<file path="src/rtl/ss_pkg.sv">
package ss_pkg;

    typedef enum logic [2:0] {
        ST_OFF       = 3'd0,
        ST_RAMP_UP   = 3'd1,
        ST_ON        = 3'd2,
        ST_RAMP_DOWN = 3'd3,
        ST_LOCKOUT   = 3'd4
    } seq_state_e;

endpackage

</file>
<file path="src/rtl/ss_step_timer.sv">
module ss_step_timer #(
    parameter int TICKS_PER_STEP = 64
) (
    input  logic clk,
    input  logic rst_n,
    input  logic run,
    input  logic clr,
    input  logic osc_tick,
    output logic step
);
    localparam int CNT_W = (TICKS_PER_STEP > 1) ? $clog2(TICKS_PER_STEP) : 1;
    localparam logic [CNT_W-1:0] LAST = CNT_W'(TICKS_PER_STEP - 1);

    logic [CNT_W-1:0] cnt_q;

    always_ff @(posedge clk or negedge rst_n) begin
        if (!rst_n) begin
            cnt_q <= '0;
        end else if (clr) begin
            cnt_q <= '0;
        end else if (run && osc_tick) begin
            cnt_q <= (cnt_q == LAST) ? '0 : cnt_q + 1'b1;
        end
    end

    assign step = run && osc_tick && (cnt_q == LAST);

endmodule

</file>
<file path="src/rtl/ss_code_ramp.sv">
module ss_code_ramp #(
    parameter int CODE_W = 6
) (
    input  logic              clk,
    input  logic              rst_n,
    input  logic              clr,
    input  logic              inc,
    input  logic              dec,
    output logic [CODE_W-1:0] code,
    output logic              at_max,
    output logic              at_zero
);
    localparam logic [CODE_W-1:0] CODE_MAX = {CODE_W{1'b1}};

    logic [CODE_W-1:0] code_q;

    always_ff @(posedge clk or negedge rst_n) begin
        if (!rst_n) begin
            code_q <= '0;
        end else if (clr) begin
            code_q <= '0;
        end else if (inc && (code_q != CODE_MAX)) begin
            code_q <= code_q + 1'b1;
        end else if (dec && (code_q != '0)) begin
            code_q <= code_q - 1'b1;
        end
    end

    assign code    = code_q;
    assign at_max  = (code_q == CODE_MAX);
    assign at_zero = (code_q == '0);

endmodule

</file>
<file path="src/rtl/ss_seq_fsm.sv">
module ss_seq_fsm
    import ss_pkg::*;
(
    input  logic       clk,
    input  logic       rst_n,
    input  logic       enable,
    input  logic       uvlo,
    input  logic       in_reg,
    input  logic       step,
    input  logic       at_max,
    input  logic       at_zero,
    output seq_state_e state,
    output logic       timer_run,
    output logic       timer_clr,
    output logic       code_inc,
    output logic       code_dec,
    output logic       code_clr,
    output logic       sw_en,
    output logic       pgood
);
    seq_state_e state_q, state_d;

    // next-state logic
    always_comb begin
        state_d = state_q;
        if (uvlo) begin
            state_d = ST_LOCKOUT;
        end else begin
            unique case (state_q)
                ST_OFF:       if (enable) state_d = ST_RAMP_UP;
                ST_RAMP_UP: begin
                    if (!enable)              state_d = ST_RAMP_DOWN;
                    else if (step && at_max)  state_d = ST_ON;
                end
                ST_ON:        if (!enable) state_d = ST_RAMP_DOWN;
                ST_RAMP_DOWN: begin
                    if (enable)               state_d = ST_RAMP_UP;
                    else if (step && at_zero) state_d = ST_OFF;
                end
                ST_LOCKOUT:   state_d = ST_OFF;
                default:      state_d = ST_OFF;
            endcase
        end
    end

    // state register
    always_ff @(posedge clk or negedge rst_n) begin
        if (!rst_n) state_q <= ST_OFF;
        else        state_q <= state_d;
    end

    // outputs
    always_comb begin
        timer_run = 1'b0;
        code_inc  = 1'b0;
        code_dec  = 1'b0;
        sw_en     = 1'b0;
        pgood     = 1'b0;
        unique case (state_q)
            ST_OFF: ;
            ST_RAMP_UP: begin
                timer_run = 1'b1;
                sw_en     = 1'b1;
                code_inc  = step && !at_max && (state_d == ST_RAMP_UP);
            end
            ST_ON: begin
                sw_en = 1'b1;
                pgood = in_reg && enable;
            end
            ST_RAMP_DOWN: begin
                timer_run = 1'b1;
                sw_en     = 1'b1;
                code_dec  = step && !at_zero && (state_d == ST_RAMP_DOWN);
            end
            ST_LOCKOUT: ;
            default: ;
        endcase
        if (uvlo) begin
            sw_en = 1'b0;
            pgood = 1'b0;
        end
    end

    assign timer_clr = (state_d != state_q);
    assign code_clr  = uvlo;
    assign state     = state_q;

endmodule

</file>
<file path="src/rtl/ss_sequencer.sv">
module ss_sequencer
    import ss_pkg::*;
#(
    parameter int CODE_W         = 6,
    parameter int TICKS_PER_STEP = 64
) (
    input  logic              clk,
    input  logic              rst_n,
    input  logic              osc_tick,
    input  logic              enable,
    input  logic              uvlo,
    input  logic              in_reg,
    output logic [CODE_W-1:0] ref_code,
    output logic              sw_en,
    output logic              pgood
);
    seq_state_e state;
    logic timer_run, timer_clr, step;
    logic code_inc, code_dec, code_clr, at_max, at_zero;

    ss_step_timer #(.TICKS_PER_STEP(TICKS_PER_STEP)) u_timer (
        .clk      (clk),
        .rst_n    (rst_n),
        .run      (timer_run),
        .clr      (timer_clr),
        .osc_tick (osc_tick),
        .step     (step)
    );

    ss_code_ramp #(.CODE_W(CODE_W)) u_ramp (
        .clk     (clk),
        .rst_n   (rst_n),
        .clr     (code_clr),
        .inc     (code_inc),
        .dec     (code_dec),
        .code    (ref_code),
        .at_max  (at_max),
        .at_zero (at_zero)
    );

    ss_seq_fsm u_fsm (
        .clk       (clk),
        .rst_n     (rst_n),
        .enable    (enable),
        .uvlo      (uvlo),
        .in_reg    (in_reg),
        .step      (step),
        .at_max    (at_max),
        .at_zero   (at_zero),
        .state     (state),
        .timer_run (timer_run),
        .timer_clr (timer_clr),
        .code_inc  (code_inc),
        .code_dec  (code_dec),
        .code_clr  (code_clr),
        .sw_en     (sw_en),
        .pgood     (pgood)
    );

endmodule

</file>
<file path="config.mk">
export PLATFORM = sky130hd
export DESIGN_NAME = ss_sequencer
export DESIGN_NICKNAME = d
export VERILOG_FILES = /design/src/rtl/ss_pkg.sv /design/src/rtl/ss_step_timer.sv /design/src/rtl/ss_code_ramp.sv /design/src/rtl/ss_seq_fsm.sv /design/src/rtl/ss_sequencer.sv
export SDC_FILE = /design/constraint.sdc
export NUM_CORES = 1
export LEC_CHECK = 0
export ABC_CLOCK_PERIOD_IN_PS = 9000
export BUFFER_PORTS_ARGS = -buffer_cell sky130_fd_sc_hd__buf_2
export CAP_MARGIN = 20
export CORE_MARGIN = 3
export CORE_UTILIZATION = 45
export CTS_CLUSTER_DIAMETER = 100
export DETAILED_ROUTE_END_ITERATION = 7
export PLACE_DENSITY = 0.64
export SYNTH_ARGS = -nofsm -noshare
export SYNTH_HDL_FRONTEND = slang
export SYNTH_SLANG_ARGS = --single-unit
</file>
<file path="constraint.sdc">
create_clock -name clk -period 9 [get_ports clk]
set_clock_uncertainty 0.15 [all_clocks]
set_input_delay 1.8 -clock clk [delete_from_list [all_inputs] [get_ports clk]]
set_output_delay 1.8 -clock clk [all_outputs]
set_load 0.03 [all_outputs]
</file>
# ---- Yosys cells after proc, flatten, opt, wreduce, memory -nomap -nowiden
# Index checks and enable logic that the tools add are counted.
dict set report op_classes {
  eq_ne 9
  addsub 3
  reduce_logical 20
  mux 21
}
# cell n
set ops {}
lappend ops {{$mux W6} 6}
lappend ops {{$mux W3} 7}
lappend ops {{$add A6 B1 Y6 const B} 2}
lappend ops {{$eq A6 B6 Y1 const B} 2}
lappend ops {{$pmux W3 S4} 1}
lappend ops {{$logic_and A1 B1 Y1} 11}
lappend ops {{$eq A3 B2 Y1 const B} 3}
lappend ops {{$mux W1} 7}
lappend ops {{$eq A3 B1 Y1 const B} 2}
lappend ops {{$logic_not A6 Y1} 1}
lappend ops {{$ne A6 B6 Y1 const B} 1}
lappend ops {{$reduce_bool A6 Y1} 1}
lappend ops {{$sub A6 B1 Y6 const B} 1}
lappend ops {{$logic_not A3 Y1} 1}
lappend ops {{$ne A3 B3 Y1} 1}
lappend ops {{$reduce_bool A3 Y1} 1}
lappend ops {{$reduce_or A3 Y1} 1}
lappend ops {{$logic_not A1 Y1} 2}
lappend ops {{$reduce_bool A2 Y1} 1}
lappend ops {{$reduce_or A2 Y1} 1}
dict set report word_totals {
  reg_bits 15
  in_bits 6
}

# ---- Longest topological paths before layout
dict set report logic_depth {
  word_depth 17
  mapped_depth 12
  mapped_depth_nobuf 12
}

# ---- Cells and area by module
# A second synthesis with hierarchy kept.
dict set report unflattened {
  hier_cells 128
  area_unflattened_um2 1118.6
}
# mod seq_area_each_um2 instances area_each_um2 cells_each
set by_module_without_submodules {}
lappend by_module_without_submodules {ss_code_ramp 150.1 1 494.2 52}
lappend by_module_without_submodules {ss_step_timer 150.1 1 336.6 37}
lappend by_module_without_submodules {ss_seq_fsm 75.1 1 287.8 39}

# ---- Least setup slack after synthesis
# Ideal clock, no wire load.
dict set report synth_timing {
  kind {input to output}
  startpoint {input port uvlo}
  endpoint {output port pgood}
  t_arrival_ns 2.962
  setup_slack_ns 4.088
  cell_stages 4
  path_cell_list {clkbuf_2 -> nor2_4 -> nand3_1 -> nor3b_1}
}
dict set report synth_between {
  elab_chain_len 1
}
# item line
set synth_rtl {}
lappend synth_rtl {{start: declaration} ss_sequencer.sv:11} ;# input logic uvlo,
lappend synth_rtl {{$mux W1} ss_seq_fsm.sv:78} ;# if (uvlo) begin
lappend synth_rtl {{end: declaration} ss_sequencer.sv:15} ;# output logic pgood
# Every way passes these cells.

# ---- Final worst setup path
# Same ends and word-level chain as after synthesis.

==> run summary <==
The area fraction of the dominant cell type after synthesis was 30.1%; the cell area after placement was 1330 sq um. The tightest slew margin relative to the limit was 61.0%; the worst setup slack after placement was 4.15 ns. The tools report the number of design-rule violations left by the first detailed-router iteration as 59. The number of flip-flops and latches in the synthesized netlist came out at 15. The floorplan step defined a die boundary enclosing 3440 sq um. The netlist uses 46 different library cells. For this run, the leading register cell type out of synthesis is sky130_fd_sc_hd__dfrtp_1. The clock latency at the later pin of the worst-skew pair is 0.29 ns. The leakage dissipation is 0.579 nW, and the net count of the mapped netlist is 151.

For the pin with the worst max-slew slack, the measured transition is 0.584 ns. At the end of routability-driven placement, the weighted congestion stood at 0.802. The area added between synthesis and finish was 8.63%; the width of the die was 58.6 um. By area the synthesized netlist is led by sky130_fd_sc_hd__dfrtp_1 30%, sky130_fd_sc_hd__mux2_1 5.4%, sky130_fd_sc_hd__ha_1 5.0%. For this design the top-level I/O count stands at 14. Setup violations remaining at the end of the flow were counted as 0. Counting flops with a built-in enable in the synthesized netlist gives 0. The number of buffers inserted by post-CTS setup repair is 0, and the global-route usage over all layers is 18.3%. Among all cell types in the netlist, the one instantiated most often is sky130_fd_sc_hd__dfrtp_1. The logs give 0 for the count of hold buffers inserted by post-cts repair and 4930 um for the wire length of the first global-routing pass. The number of nets in the final layout came out at 164. After synthesis, the share of flip-flops with an asynchronous set or reset is 100%.

The worst path uses 52.2% of the clock period. The region available for standard cell placement spans 2540 sq um. The total overflow left after global routing is 0. The achievable frequency is 0.213 GHz, and the post-CTS resize count is 0. Summed over all instances, the cell type with the most area after synthesis is sky130_fd_sc_hd__dfrtp_1. Before antenna repair, the detailed router went through 4 iterations. Once layout is complete, the utilization of the core stands at 53.2%. In the final layout, the share of cells above drive strength 1 is 20.5%. Setup slack closes at 4.30 ns. The clock slew seen by the registers of the worst setup and hold paths was 0.09 ns. Setup repair after global routing left no endpoint under its margin. Max-cap violations in this run came to 0. Counting along the longest clock path gives a buffer depth of 2.

The number of max-slew violations in the final report is 0, and the critical path required time is 7.05 ns. For this run, design rule violations remaining after detail routing come to 0. The highest net fanout along the worst path was 17; the overall power was 0.000124 W. The logs give 2700 um for the aggregate routed wire length and 1085 for the via count of the routed design. Once the floorplan was initialized, standard cells occupied 49.0% of the core. The number of vias per cell after detailed routing is 5.99. A synthesized cell averages 8.97 sq um. The min-delay analysis places its worst path in the category reg -> reg. Counting I/O delays and the setup requirement, the final critical path takes 4.70 ns. The nature of the critical path startpoint is a primary input. For the number of antenna diodes, the log shows 0. The critical path in this run is classified as in -> out.

The logs give 18 for the largest net degree at the start of global routing and 2.75 ns for the arrival time of data at the critical path endpoint. Final setup TNS: 0 ns. The run finished with clean final reports. The die is 58.6 um tall.

The run gives 2070 um as the post-detailed-placement half-perimeter wirelength. After global routing, the most crowded layer is met2. The tools report the global routing usage on met3 as 5.04%. In the final routed layout, each cell accounts on average for 14.9 um. After floorplanning, the core was divided into 18 placement rows. Ranked by instance count, the synthesized netlist is headed by 15 x sky130_fd_sc_hd__dfrtp_1, 14 x sky130_fd_sc_hd__nand2_1, 14 x sky130_fd_sc_hd__nor2_1, 8 x sky130_fd_sc_hd__nor2b_1, 7 x sky130_fd_sc_hd__nor3_1. The ratio of total power to cell area was 91.4 nW/um^2. The root buffer cell chosen for the clock tree is sky130_fd_sc_hd__clkbuf_4.

The number of buffers created by CTS was 3. For this run, global-route usage on met1 was measured as 24.5%. Port buffering added 13 buffers. The number of global-route vias before repair came out at 1066. The logs give 139 for the number of standard cells after synthesis and 29.0% for the global routing usage on met2. The layout filler cell count is 238, and the final non-filler cell area is 1350 sq um. The clock drives 15 sinks. The sequential cell area fraction in the yosys report was 30.1%. During synthesis, Yosys emitted a total of 0 warnings.

Count of antenna-violating nets left after detailed routing: 0. The mapped netlist covers 1250 sq um. The tools report the hold violation total from the final report as 0. The tools report the H-tree level count as 1.

TritonCTS built the clock tree. STA classifies the critical path endpoint as an output pin. The initial antenna violation count was 0; the maximum VDD drop was 72.9 uV.
-- cell usage in the layout, fill, tap and decap left out, types with 2 or more instances in the layout --
| cell type | instances |
|---|---|
| sky130_fd_sc_hd__nand3_1 | 6 |
| sky130_fd_sc_hd__or2_2 | 3 |
| sky130_fd_sc_hd__o21a_1 | 3 |
| sky130_fd_sc_hd__nand2_1 | 14 |
| sky130_fd_sc_hd__nand4_1 | 3 |
| sky130_fd_sc_hd__inv_1 | 3 |
| sky130_fd_sc_hd__clkbuf_4 | 3 |
| sky130_fd_sc_hd__o21ai_0 | 6 |
| sky130_fd_sc_hd__mux2_1 | 6 |
| sky130_fd_sc_hd__ha_1 | 5 |
| sky130_fd_sc_hd__xnor2_1 | 2 |
| sky130_fd_sc_hd__dfrtp_1 | 15 |
| sky130_fd_sc_hd__nor3_1 | 7 |
| sky130_fd_sc_hd__buf_2 | 13 |
| sky130_fd_sc_hd__a211oi_1 | 2 |
| sky130_fd_sc_hd__nor3b_1 | 2 |
| sky130_fd_sc_hd__a21oi_1 | 5 |
| sky130_fd_sc_hd__nor2_1 | 14 |
| sky130_fd_sc_hd__nor4_1 | 5 |
| sky130_fd_sc_hd__nor2b_1 | 8 |
-- worst max-delay path: stages --
cell and delay, ns:
sky130_fd_sc_hd__buf_2 0.22, sky130_fd_sc_hd__nor2_4 0.21, sky130_fd_sc_hd__nand3_1 0.10, sky130_fd_sc_hd__nor3b_1 0.19
sky130_fd_sc_hd__buf_2 0.23
-- registers in the layout, summed over array words and instances, names as in the netlist --
signal,flops
u_timer.cnt_q,6
u_fsm.state,3
u_ramp.code,6
-- worst paths after layout --
kind | slack [ns] | from | end | cells after the start
max | 4.30 | uvlo | pgood | 5
min | 0.48 | u_timer.cnt_q[4]$_DFFE_PN0P_ | u_timer.cnt_q[4]$_DFFE_PN0P_ | 2
max reg2reg | 5.49 | u_fsm.state[0]$_DFF_PN0_ | u_ramp.code[5]$_DFFE_PN0P_ | 11
max in group asynchronous | 7.18 | rst_n | u_ramp.code[2]$_DFFE_PN0P_ | 1
min reg2reg | 0.48 | u_timer.cnt_q[4]$_DFFE_PN0P_ | u_timer.cnt_q[4]$_DFFE_PN0P_ | 2
min in group asynchronous | 1.25 | rst_n | u_ramp.code[4]$_DFFE_PN0P_ | 1
-- layout make-up --
type                            count  area (sq um)  area share (%)
Sequential cell                    15           375            27.7
Clock inverter                      1          5.00           0.370
Clock buffer                        3          22.5            1.66
Timing Repair Buffer               13          65.1            4.81
Multi-Input combinational cell    116           837            61.8
Tap cell                           30          37.5            2.77
Inverter                            3          11.3           0.832
-- metal layers --
layer	routed length (um)	up-vias
met1	1260	494
met4	64	0
met3	151	8
li1	-	544
met2	1220	39
met5	0	-
-- stage by stage --
stage	hold slack (ns)	cells
floorplan	0.417	139
global placement	0.442	177
detailed placement	0.461	177
CTS	0.483	181
global route	0.525	181
finish	0.484	181
-- cells by family after synthesis --
| group | count (synthesis) | share of synthesized area (%) |
|---|---|---|
| simple gates | 75 | 35.0 |
| compound gates | 26 | 18.0 |
| flops | 15 | 30.1 |
| buf+inv | 8 | 2.71 |
| mux | 6 | 5.42 |
| fa+ha+maj | 6 | 6.63 |
| xor+xnor | 3 | 2.11 |
-- report_power, final --
group | switching (W) | internal (W)
sequential | 0.00000223 | 0.0000680
combinational | 0.00000927 | 0.00000505
clock | 0.0000227 | 0.0000165
total | 0.0000342 | 0.0000896
Power figures use the tool's default switching activity.
